**src/rtl/ee3w_pkg.sv**
```systemverilog
package ee3w_pkg;
  localparam logic [2:0] READ_CMD = 3'b110;   // start bit + read opcode

  typedef enum logic [3:0] {
    X_IDLE, X_ENA, X_CSON, X_CLO, X_CHI, X_GAP, X_RHI, X_RLO, X_END
  } xfer_st_t;

  typedef enum logic [2:0] {
    T_IDLE, T_PGO, T_PWAIT, T_MGO, T_MWAIT
  } ctl_st_t;
endpackage

```
**src/rtl/ee3w_tick.sv**
```systemverilog
module ee3w_tick #(
  parameter int HALF_CYC = 4
) (
  input  logic clk,
  input  logic rst_n,
  input  logic run,
  output logic tick
);
  localparam int CW = (HALF_CYC > 1) ? $clog2(HALF_CYC) : 1;
  localparam logic [CW-1:0] LAST = CW'(HALF_CYC - 1);

  logic [CW-1:0] cnt_q, cnt_d;

  always_comb begin
    tick  = run && (cnt_q == LAST);
    cnt_d = (!run || tick) ? '0 : cnt_q + 1'b1;
  end

  always_ff @(posedge clk or negedge rst_n) begin
    if (!rst_n) cnt_q <= '0;
    else        cnt_q <= cnt_d;
  end
endmodule

```
**src/rtl/ee3w_xfer.sv**
```systemverilog
module ee3w_xfer
  import ee3w_pkg::*;
#(
  parameter int ADDR_WIDE   = 8,
  parameter int ADDR_NARROW = 6,
  parameter int DATA_W      = 16
) (
  input  logic                 clk,
  input  logic                 rst_n,
  input  logic                 tick,
  input  logic                 start,
  input  logic                 wide,
  input  logic [ADDR_WIDE-1:0] addr,
  output logic                 run,
  output logic                 fin,
  output logic [DATA_W-1:0]    rdata,
  output logic                 en_o,
  output logic                 cs_o,
  output logic                 sk_o,
  output logic                 di_o,
  input  logic                 do_i
);
  localparam int CMD_W  = 3 + ADDR_WIDE;
  localparam int CMD_N  = 3 + ADDR_NARROW;
  localparam int MAXB   = (CMD_W > DATA_W) ? CMD_W : DATA_W;
  localparam int CNT_W  = $clog2(MAXB);
  localparam logic [CNT_W-1:0] LAST_WIDE   = CNT_W'(CMD_W - 1);
  localparam logic [CNT_W-1:0] LAST_NARROW = CNT_W'(CMD_N - 1);
  localparam logic [CNT_W-1:0] LAST_DATA   = CNT_W'(DATA_W - 1);

  xfer_st_t           st_q, st_d;
  logic [CMD_W-1:0]   sh_q, sh_d;
  logic [CNT_W-1:0]   cnt_q, cnt_d, last_q, last_d;
  logic [DATA_W-1:0]  rd_q, rd_d;

  always_comb begin
    st_d   = st_q;
    sh_d   = sh_q;
    cnt_d  = cnt_q;
    last_d = last_q;
    rd_d   = rd_q;
    fin    = 1'b0;
    unique case (st_q)
      X_IDLE: if (start) begin
        st_d  = X_ENA;
        cnt_d = '0;
        if (wide) begin
          sh_d   = {READ_CMD, addr};
          last_d = LAST_WIDE;
        end else begin
          sh_d   = {READ_CMD, addr[ADDR_NARROW-1:0], {(ADDR_WIDE-ADDR_NARROW){1'b0}}};
          last_d = LAST_NARROW;
        end
      end
      X_ENA:  if (tick) st_d = X_CSON;
      X_CSON: if (tick) st_d = X_CLO;
      X_CLO:  if (tick) st_d = X_CHI;
      X_CHI:  if (tick) begin
        if (cnt_q == last_q) begin
          cnt_d = '0;
          st_d  = X_GAP;
        end else begin
          cnt_d = cnt_q + 1'b1;
          sh_d  = {sh_q[CMD_W-2:0], 1'b0};
          st_d  = X_CLO;
        end
      end
      X_GAP:  if (tick) st_d = X_RHI;
      X_RHI:  if (tick) begin
        rd_d = {rd_q[DATA_W-2:0], do_i};
        st_d = X_RLO;
      end
      X_RLO:  if (tick) begin
        if (cnt_q == LAST_DATA) st_d = X_END;
        else begin
          cnt_d = cnt_q + 1'b1;
          st_d  = X_RHI;
        end
      end
      X_END:  if (tick) begin
        fin  = 1'b1;
        st_d = X_IDLE;
      end
      default: st_d = X_IDLE;
    endcase
  end

  always_ff @(posedge clk or negedge rst_n) begin
    if (!rst_n) begin
      st_q   <= X_IDLE;
      sh_q   <= '0;
      cnt_q  <= '0;
      last_q <= '0;
      rd_q   <= '0;
    end else begin
      st_q   <= st_d;
      sh_q   <= sh_d;
      cnt_q  <= cnt_d;
      last_q <= last_d;
      rd_q   <= rd_d;
    end
  end

  // Moore decode of the pins from the state register
  always_comb begin
    run   = (st_q != X_IDLE);
    en_o  = (st_q != X_IDLE) && (st_q != X_END);
    cs_o  = (st_q == X_CSON) || (st_q == X_CLO) || (st_q == X_CHI) ||
            (st_q == X_GAP)  || (st_q == X_RHI) || (st_q == X_RLO);
    sk_o  = (st_q == X_CHI) || (st_q == X_RHI);
    di_o  = ((st_q == X_CLO) || (st_q == X_CHI)) && sh_q[CMD_W-1];
    rdata = rd_q;
  end
endmodule

```
**src/rtl/ee3w_reader.sv**
```systemverilog
module ee3w_reader
  import ee3w_pkg::*;
#(
  parameter int          HALF_CYC    = 4,
  parameter int          ADDR_WIDE   = 8,
  parameter int          ADDR_NARROW = 6,
  parameter int          DATA_W      = 16,
  parameter logic [15:0] WIDE_SIG    = 16'h8129
) (
  input  logic                 clk,
  input  logic                 rst_n,
  input  logic                 rd_req_i,
  input  logic [ADDR_WIDE-1:0] rd_addr_i,
  input  logic                 wide_i,
  input  logic                 auto_i,
  output logic [DATA_W-1:0]    rd_data_o,
  output logic                 done_o,
  output logic                 busy_o,
  output logic                 wide_o,
  output logic                 ee_en_o,
  output logic                 ee_cs_o,
  output logic                 ee_sk_o,
  output logic                 ee_di_o,
  input  logic                 ee_do_i
);
  ctl_st_t                st_q, st_d;
  logic [ADDR_WIDE-1:0]   addr_q, addr_d;
  logic                   wide_q, wide_d;
  logic [DATA_W-1:0]      data_q, data_d;
  logic                   done_q, done_d;

  logic                   x_run, x_tick, x_start, x_fin, x_wide;
  logic [ADDR_WIDE-1:0]   x_addr;
  logic [DATA_W-1:0]      x_rdata;

  always_comb begin
    st_d    = st_q;
    addr_d  = addr_q;
    wide_d  = wide_q;
    data_d  = data_q;
    done_d  = 1'b0;
    x_start = 1'b0;
    x_addr  = addr_q;
    x_wide  = wide_q;
    unique case (st_q)
      T_IDLE: if (rd_req_i) begin
        addr_d = rd_addr_i;
        wide_d = wide_i;
        st_d   = auto_i ? T_PGO : T_MGO;
      end
      T_PGO: begin
        x_start = 1'b1;
        x_addr  = '0;
        x_wide  = 1'b1;
        st_d    = T_PWAIT;
      end
      T_PWAIT: begin
        x_addr = '0;
        x_wide = 1'b1;
        if (x_fin) begin
          wide_d = (x_rdata[15:0] == WIDE_SIG);
          st_d   = T_MGO;
        end
      end
      T_MGO: begin
        x_start = 1'b1;
        st_d    = T_MWAIT;
      end
      T_MWAIT: if (x_fin) begin
        data_d = x_rdata;
        done_d = 1'b1;
        st_d   = T_IDLE;
      end
      default: st_d = T_IDLE;
    endcase
  end

  always_ff @(posedge clk or negedge rst_n) begin
    if (!rst_n) begin
      st_q   <= T_IDLE;
      addr_q <= '0;
      wide_q <= 1'b0;
      data_q <= '0;
      done_q <= 1'b0;
    end else begin
      st_q   <= st_d;
      addr_q <= addr_d;
      wide_q <= wide_d;
      data_q <= data_d;
      done_q <= done_d;
    end
  end

  ee3w_tick #(.HALF_CYC(HALF_CYC)) u_tick (
    .clk(clk), .rst_n(rst_n), .run(x_run), .tick(x_tick)
  );

  ee3w_xfer #(
    .ADDR_WIDE(ADDR_WIDE), .ADDR_NARROW(ADDR_NARROW), .DATA_W(DATA_W)
  ) u_xfer (
    .clk(clk), .rst_n(rst_n), .tick(x_tick), .start(x_start),
    .wide(x_wide), .addr(x_addr), .run(x_run), .fin(x_fin),
    .rdata(x_rdata), .en_o(ee_en_o), .cs_o(ee_cs_o), .sk_o(ee_sk_o),
    .di_o(ee_di_o), .do_i(ee_do_i)
  );

  assign rd_data_o = data_q;
  assign done_o    = done_q;
  assign busy_o    = (st_q != T_IDLE);
  assign wide_o    = wide_q;
endmodule

```
**config.mk**
```make
export PLATFORM = sky130hd
export DESIGN_NAME = ee3w_reader
export DESIGN_NICKNAME = d
export VERILOG_FILES = /design/src/rtl/ee3w_pkg.sv /design/src/rtl/ee3w_tick.sv /design/src/rtl/ee3w_xfer.sv /design/src/rtl/ee3w_reader.sv
export SDC_FILE = /design/constraint.sdc
export NUM_CORES = 1
export LEC_CHECK = 0
export CORE_ASPECT_RATIO = 1.4
export CORE_MARGIN = 2
export CORE_UTILIZATION = 50
export CTS_BUF_LIST = sky130_fd_sc_hd__clkbuf_4
export CTS_CLUSTER_SIZE = 10
export DETAILED_ROUTE_END_ITERATION = 7
export DONT_BUFFER_PORTS = 1
export PLACE_DENSITY = 0.75
export SYNTH_ARGS = -nofsm -noshare
export SYNTH_HDL_FRONTEND = slang
export SYNTH_SLANG_ARGS = --single-unit
```
**constraint.sdc**
```tcl
create_clock -name clk -period 2.5 [get_ports clk]
set_clock_uncertainty 0.15 [all_clocks]
set_input_delay 0.5 -clock clk [delete_from_list [all_inputs] [get_ports clk]]
set_output_delay 0.5 -clock clk [all_outputs]
set_load 0.01 [all_outputs]
```
After elaboration in Yosys (flattened, before gate mapping)
Cells that the tools add are included.

operators by class
  add/sub/neg operators = 2
  equality and inequality tests = 31
  reductions and logical operators = 30
  muxes and demuxes = 40

operator list
  operator                number
  $mux W4                 15
  $pmux W4 S9             1
  $mux W11                3
  $ne A2 B2 Y1 const B    11
  $pmux W11 S2            1
  $eq A16 B16 Y1 const B  1
  $eq A4 B3 Y1 const B    4
  $mux W8                 2
  $pmux W3 S5             1
  $mux W3                 4
  $pmux W4 S3             1
  $reduce_and A9 Y1       1
  $eq A4 B2 Y1 const B    2
  $eq A4 B4 Y1 const B    2
  $logic_or A1 B1 Y1      8
  $mux W1                 8
  $reduce_and A2 Y1       4
  $eq A3 B2 Y1 const B    2
  $mux W2                 3
  $ne A2 B1 Y1 const B    3
  $reduce_and A3 Y1       2
  $reduce_bool A3 Y1      2
  $reduce_and A5 Y1       1
  $add A4 B1 Y4 const B   1
  other kinds (16)        20

word-level totals
  word-level logic and storage cells = 114
  output and inout bits = 23
  register bits = 70
  input bits = 14

Depth between registers and ports, before layout
Gate-level depths: netlist of the first run.

  word-level depth = 6
  gate-level depth with buffers = 7
  depth with buffers taken out = 6

Modules after synthesis
A second synthesis of the first run with hierarchy kept.

second synthesis, totals
  cells, all modules = 274
  area, all modules = 3268.1 um^2

by module, submodules not included
  module       times used  cells each  area an instance (um^2)
  ee3w_xfer    1           177         1833.0
  ee3w_reader  1           91          1343.8
  ee3w_tick    1           6           91.3

Least setup slack after synthesis of the first run
No wires, ideal clock.

  path type = flip-flop to flip-flop
  from = reg u_xfer.st_q[3]
  to = reg u_xfer.rd_q[10], in the netlist u_xfer.rdata[10]
  buffers on the path = 1
  setup slack = 0.608 ns
  arrival time = 1.617 ns
  cell stages (with the launch flop) = 6
  data required time = 2.225 ns
  cell sequence = dfrtp_1 and2b_4 nand2_2 nor3b_4 buf_4 mux2_2

between the ends
  word-level cells in the longest chain between the ends = 3
  elaborated cells between the ends (all ways) = 4
  those cells by class = eq/ne (1); reduce/logical (3)

ends and longest elaborated chain
  what                           line              source
  from (decl)                    ee3w_xfer.sv:31   xfer_st_t st_q, st_d;
  from (signal assigned)         ee3w_xfer.sv:96   st_q <= st_d;
  $reduce_bool A4 Y1             ee3w_xfer.sv:106  run = (st_q != X_IDLE);
  $logic_and A1 B1 Y1            ee3w_tick.sv:15   tick = run && (cnt_q == LAST);
  $reduce_and A2 Y1 (no line) *  --
  to (signal assigned)           ee3w_xfer.sv:100  rd_q <= rd_d;
  to (decl)                      ee3w_xfer.sv:34   logic [DATA_W-1:0] rd_q, rd_d;

Every way passes the cells marked *; elsewhere a longest branch is shown, timed or not.
A chain may end at the register's enable or synchronous reset.

Worst setup path after layout of the first run
  from = reg u_xfer.st_q[0]
  to = out ee_di_o

between the ends
  word-level cells in the longest chain between the ends = 3
  elaborated cells between the ends (all ways) = 4
  those cells by class = eq/ne (2); reduce/logical (2)

ends and longest elaborated chain
  what                                                 line               source
  $eq A4 B2 Y1 / $eq A4 B3 Y1 (equally long branches)  ee3w_xfer.sv:111   di_o = ((st_q == X_CLO) || (st_q == X_CHI)) && sh_q[CMD_W-1];
  $logic_or A1 B1 Y1 *                                 ee3w_xfer.sv:111
  $logic_and A1 B1 Y1 *                                ee3w_xfer.sv:111
  to (decl)                                            ee3w_reader.sv:23  output logic ee_di_o,

Marked as above.

==> metrics, run 1 <==
status finished clean; first-pass GRT wire length 9.72 mm; Synth top area share 0.546; initial DRC count 71; Layout fillers 538; clock slew at reported path FFs 0.11 ns; total negative slack 0 ns; area delta synth->final 6.98%; Die Width 70.8 um; worst r2r path cells 5; hold path startpoint rd_addr_i[7]; first-pass iteration count of the detailed router 4; Netlist cell types 58; post-DP HPWL 3.92 mm; Hold Crit Depth 1; flop2flop setup slack 0.40 ns; Slowest-stage cell, CP dfrtp_1; worst hold slack 0.0899 ns; H-tree levels 3; vias per inst 5.65; final hold violation count 0; crit end category output pin; WP data arrival 1.67 ns; peak supply drop 499 uV; syn_area_per_cell 11.9 um2; Buffers on Ports 0; Num CTS Buffers 9; Placer Congestion 0.772; row count 34; Buf+Inv Stages, Crit Path 1; Initial Utilization 0.509; sequential fraction of the synthesis area 0.546; vias in the first global route 2095; Core Region 6130 um2; Mapped Area 3120 um2; worst slew pin tran 0.602 ns; Top Ports 37; Num Clock Sinks 68; number of flops mapped to enable cells by yosys 0; peak per-stage delay on the critical path 0.43 ns; CTS root buf clkbuf_4; part of the cycle the worst path needs 0.927; DRC 0; family with the most delay on the worst path simple AND/OR/NAND/NOR gates; ys flop type dfrtp_1; Tightest Hold Check Type input pin to flip-flop; PD cells 977 nW/um2; Max Freq 431 MHz; antenna violations before repair 0; die height 97.5 um; ANT cells 0; critical path cell sequence buf_4, nor2_2, a21oi_1, nor3_1; Hold Path End addr_q[7]$_DFFE_PN0P_; LEAKAGE 1.55 nW; post-synth net total 278; Synth async-reset ratio 1.00; grt total ovfl 0; synth top area cells dfrtp_1, mux2_2, a21oi_1; critical path class flip-flop to output pin; nets@finish 285; wire length per cell 15.9 um; max-slew headroom at the worst pin 0.596; total track usage 0.178; share of post-route cells with drive strength above 1 0.252; max cap viols 0; worst-path fanout max 11; clock latency at the later pin of the worst-skew pair 0.40 ns; unrepaired setup endpoints after global routing false; clock tree buffer depth 2; CP required 1.85 ns; Final Max Slew Viols 0; # setup viols final 0; dpl ws 0.409 ns; Final WS setup 0.182 ns; Final min period 2.32 ns; Via Count 1954; die area 6900 um2; largest net degree at the start of global routing 69; post-CTS setup buffer count 0; Critical R2R Capture u_xfer.rdata[9]$_DFFE_PN0P_; largest area contributor in the netlist dfrtp_1; DRT Wirelength 5.50 mm; #FFs+latches synth 68; post-route antenna net violation count 0; most common cell after layout, fill and taps aside dfrtp_1; CTS tree yes; post-synthesis cell count 262; most frequent cells in the layout dfrtp_1, mux2_2, nand2_1; Worst Setup Start Kind flip-flop; Synth Warn # 0; worst r2r src u_xfer.st_q[3]$_DFFE_PN0P_
==> routing by layer <==
layer / wire length [um] / global-route usage / up-vias
met4: 116 / 0.0885 / 0
li1: - / - / 952
met5: 0 / 0 / -
met3: 258 / 0.0394 / 12
met1: 2360 / 0.224 / 946
met2: 2760 / 0.288 / 44
==> sequential cells by signal, indices dropped and copies added (netlist names) <==
signal,cells
addr_q,8
done_o,1
rd_data_o,16
st_q,3
u_tick.cnt_q,2
u_xfer.cnt_q,4
u_xfer.last_q,2
u_xfer.rdata,16
u_xfer.sh_q,11
u_xfer.st_q,4
wide_o,1
==> metrics by stage <==
| step | cells | area (um2) | power [mW] | util |
|---|---|---|---|---|
| floorplan | 262 | 3120 | 2.37 | - |
| global placement | 328 | 3170 | 2.54 | 0.517 |
| detailed placement | 328 | 3170 | 2.59 | 0.517 |
| CTS | 346 | 3340 | 3.29 | 0.545 |
| global route | 346 | 3340 | 3.51 | 0.545 |
| finish | 346 | 3340 | 3.26 | 0.545 |
==> cell usage after synthesis (3+ instances only) <==
| cell type | instances |
|---|---|
| dfrtp_1 | 68 |
| mux2_2 | 36 |
| nand2_1 | 19 |
| nor2_1 | 18 |
| a21oi_1 | 15 |
| inv_1 | 12 |
| a211oi_1 | 6 |
| mux2i_1 | 6 |
| nand3_1 | 6 |
| o21ai_0 | 6 |
| mux2_1 | 4 |
| nor3b_1 | 4 |
| buf_2 | 3 |
| buf_6 | 3 |
| nor3_1 | 3 |
| xnor2_1 | 3 |
==> repair_timing <==
| action | in CTS | in global routing |
|---|---|---|
| hold endpoints to repair | 68 | 0 |
| resized for setup | 0 | 1 |
| hold buffers | 2 | 0 |
| endpoints found under the setup margin | 0 | 1 |
==> report_power, final <==
group          internal [mW]  switching [mW]  leakage, nW
sequential              1.37           0.256        0.873
clock                  0.306           0.370       0.0712
combinational          0.459           0.495        0.607
==> kinds of logic after synthesis <==
family | after synthesis | synth area share
buffers and inverters | 22 | 0.0373
AOI/OAI and AO/OA | 46 | 0.0987
DFF | 68 | 0.546
muxes | 46 | 0.164
xor gates and xnor gates | 3 | 0.00843
and+or+nand+nor | 75 | 0.138
adders and majority gates | 2 | 0.00802
==> worst max-delay path by stage <==
| stage | cells past startpoint | slack [ns] | end | startpoint |
|---|---|---|---|---|
| 2_1_floorplan | 5 | 0.61 | u_xfer.rdata[10]$_DFFE_PN0P_ | u_xfer.st_q[3]$_DFFE_PN0P_ |
| 3_3_place_gp | 5 | 0.45 | u_xfer.rdata[12]$_DFFE_PN0P_ | u_xfer.st_q[3]$_DFFE_PN0P_ |
| 3_5_place_dp | 4 | 0.41 | rd_data_o[1]$_DFFE_PN0P_ | u_xfer.st_q[1]$_DFFE_PN0P_ |
| 4_1_cts | 4 | 0.13 | ee_di_o | u_xfer.st_q[1]$_DFFE_PN0P_ |
| 5_1_grt | 4 | 0.04 | ee_di_o | u_xfer.st_q[0]$_DFFE_PN0P_ |
| 6_report | 4 | 0.18 | ee_di_o | u_xfer.st_q[0]$_DFFE_PN0P_ |
==> area by class of cell <==
class | count | area [um2] | share of cell area
inverters | 12 | 45.0 | 0.0135
clock buffers | 10 | 75.1 | 0.0225
multi-input cells | 172 | 1300 | 0.390
well taps | 72 | 90.1 | 0.0270
flip-flops and latches | 68 | 1700 | 0.510
repair buffers | 6 | 67.6 | 0.0202
clock inverters | 6 | 55.1 | 0.0165
(Power assumes the default switching activity.)
==> inputs of run 2 (changes only) <==
--- a/config.mk
+++ b/config.mk
@@ -5,6 +5,7 @@
 export SDC_FILE = /design/constraint.sdc
 export NUM_CORES = 1
 export LEC_CHECK = 0
+export ABC_AREA = 1
 export CORE_ASPECT_RATIO = 1.4
 export CORE_MARGIN = 2
 export CORE_UTILIZATION = 50
@@ -16,3 +17,4 @@
 export SYNTH_ARGS = -nofsm -noshare
 export SYNTH_HDL_FRONTEND = slang
 export SYNTH_SLANG_ARGS = --single-unit
+export TNS_END_PERCENT = 1
==> run 2 against run 1 <==
First-iteration DRC count increased by 51%; register-to-register slack gained 0.12 ns; largest power group unchanged; total power shrank 41%; core utilization is 0.14 points higher; critical endpoint unchanged; critical path depth is 1 lower; sequential share of layout area decreased by 3.3 points; non-clock buffer count decreased by 2.
==> metrics, run 2 <==
die height 101 um (+3.6%); worst-path fanout max 12 (+1); Via Count 2600 (+33%); LEAKAGE 1.76 nW (+13%); Final Max Slew Viols 0 (unchanged); Comb pwr share 0.015 (-0.278); Compound-Gate Fraction of Synth Area 0.0969 (-0.00181); first-pass iteration count of the detailed router 5 (+1); #FFs+latches synth 68 (unchanged); Post-DP Area 3370 um2 (+6.3%); count leader, synth nand2_1; XOR/XNOR Fraction of Synth Area 0.00522 (-0.00321); most common cell after layout, fill and taps aside nand2_1; post-CTS setup buffer count 0 (unchanged); row count 35 (+2.9%); Synth Warn # 0 (unchanged); NetSw 420 uW (-63%); hold path startpoint rd_addr_i[7]; mux contribution to synthesized area 0.00671 (-0.157); Hold Crit Depth 1 (unchanged); max-slew headroom at the worst pin 0.619 (+0.0228); Worst setup startpoint u_xfer.st_q[0]$_DFFE_PN0P_; share of post-route cells with drive strength above 1 0.124 (-0.127); Final min period 2.29 ns (-0.0236 ns); Mapped Area 3360 um2 (+7.7%); nets@finish 429 (+51%); critical path class flip-flop to output pin; wire length per cell 12.9 um (-19%); Sw Ratio 0.218 (-0.126); worst r2r path cells 5 (unchanged); ys flop type dfrtp_1; final hold violation count 0 (unchanged); syn_area_per_cell 8.15 um2 (-32%); Worst Setup Start Kind flip-flop; CP required 1.85 ns (about the same); crit end category output pin; peak supply drop 393 uV (-21%); largest area contributor in the netlist dfrtp_1; unrepaired setup endpoints after global routing false; Final Instance Area 3560 um2 (+6.8%); DRC 0 (unchanged); synth top area cells dfrtp_1, nand2_1, nand3_1; die area 7400 um2 (+7.3%); # setup viols final 0 (unchanged); clock latency at the later pin of the worst-skew pair 0.42 ns (+0.02 ns); initial DRC count 107 (+51%); largest family of logic cells by synthesized area simple AND/OR/NAND/NOR gates; H-tree levels 3 (unchanged); Core Region 6530 um2 (+6.5%); Tightest Hold Check Type input pin to flip-flop; Top Ports 37 (unchanged); Synth top area share 0.507 (-0.0388); Layout fillers 603 (+12%); max cap viols 0 (unchanged); first-pass GRT wire length 11.0 mm (+13%); Synth Area in Simple Gates 0.297 (+0.158); post-route antenna net violation count 0 (unchanged); post-DP HPWL 4.55 mm (+16%); status finished clean; DRT Wirelength 6.36 mm (+16%); Placer Congestion 0.880 (+14%); clock share of power 0.414 (+0.207); WP data arrival 1.64 ns (-0.03 ns); number of flops mapped to enable cells by yosys 0 (unchanged); synthesized-area fraction occupied by adder cells 0.00745 (-0.000571); clock tree buffer depth 2 (unchanged); post-synthesis cell count 412 (+57%); Pint 1.51 mW (-30%); area delta synth->final 6.11%; CTS tree yes; Max Freq 436 MHz (+1.0%); clock slew at reported path FFs 0.12 ns (about the same); flop2flop setup slack 0.52 ns (+0.12 ns); worst r2r src u_xfer.st_q[0]$_DFFE_PN0P_; sequential fraction of the synthesis area 0.507 (-0.0388); total track usage 0.194 (+0.0153); Num CTS Buffers 9 (unchanged); grt total ovfl 0 (unchanged); Die Width 73.3 um (+3.5%); worst slew pin tran 0.571 ns (-0.0315 ns); Netlist cell types 31 (-47%); largest net degree at the start of global routing 69 (unchanged); vias in the first global route 2542 (+21%); PD cells 541 nW/um2 (-45%); ANT cells 0 (unchanged); Hold Path End addr_q[7]$_DFFE_PN0P_; post-synth net total 428 (+54%); sequential power share 0.571 (+0.071); Critical R2R Capture rd_data_o[3]$_DFFE_PN0P_; part of the cycle the worst path needs 0.918 (-0.00945); Initial Utilization 0.515 (+0.00548); most frequent cells in the layout nand2_1, dfrtp_1, inv_1; antenna violations before repair 0 (unchanged); Num Clock Sinks 68 (unchanged); top cells by count, synth nand2_1, dfrtp_1, inv_1; CTS root buf clkbuf_4; Synth async-reset ratio 1.00 (unchanged); Buffers on Ports 0 (unchanged); vias per inst 5.28 (-6.4%); total negative slack 0 ns (unchanged)
-- run 2: power by group through the flow --
stage,logic (mW),registers [mW],clock network (mW)
finish,0.0281,1.10,0.797
global route,0.0337,1.10,0.866
CTS,0.0302,1.10,0.820
floorplan,0.00145,1.12,0
detailed placement,0.00166,1.12,0
global placement,0.00168,1.12,0
-- run 2: critical path, stage by stage, from the launching register on --
cell and delay (ns):
dfrtp_1 0.48, nor2_4 0.26, nand2_2 0.19, a21boi_1 0.31
-- run 2: kinds of logic (layout without fill, tap and decap cells) --
| family | after synthesis | after routing |
|---|---|---|
| and+or+nand+nor | 220 | 220 |
| DFF | 68 | 68 |
| AOI/OAI and AO/OA | 59 | 59 |
| adders and majority gates | 2 | 2 |
| buffers and inverters | 59 | 65 |
| muxes | 2 | 2 |
| xor gates and xnor gates | 2 | 2 |
-- run 2: cell type report --
cell class | count | area [um2] | area share
sequential | 68 | 1700 | 0.478
multi-input combinational | 285 | 1390 | 0.389
inverter | 45 | 171 | 0.0481
tap | 74 | 92.6 | 0.0260
clock inverter | 7 | 91.3 | 0.0256
clock buffer | 9 | 67.6 | 0.0190
timing repair buffer | 4 | 52.6 | 0.0147
-- run 2: what timing repair did --
action	in CTS	in global routing
endpoints found under the setup margin	0	1
gates resized for setup	0	1
endpoints found under the hold margin	68	0
hold buffers	2	0
-- run 2: per-layer routing --
metal / up-vias / wire length (um) / global-route usage
li1: 1314 / - / -
met1: 1216 / 2740 / 0.232
met2: 56 / 3190 / 0.315
met3: 14 / 276 / 0.0560
met4: 0 / 163 / 0.0940
met5: - / 0 / 0
-- run 2: how the worst max path moves through the flow --
stage / to / slack [ns]
2_1_floorplan: ee_di_o / 0.69
3_3_place_gp: ee_di_o / 0.57
3_5_place_dp: rd_data_o[10]$_DFFE_PN0P_ / 0.53
4_1_cts: ee_di_o / 0.06
5_1_grt: ee_di_o / 0.10
6_report: ee_di_o / 0.21
-- run 2: metrics by stage --
step                utilization  cells  power (mW)  setup WS [ns]  hold WS [ns]
floorplan                     -    412        1.12          0.687        0.0544
global placement          0.516    474        1.12          0.574        0.0571
finish                    0.546    492        1.93          0.206        0.0654
global route              0.546    492        2.00          0.101        0.0394
CTS                       0.546    492        1.95         0.0599        0.0495
detailed placement        0.516    474        1.12          0.532        0.0570
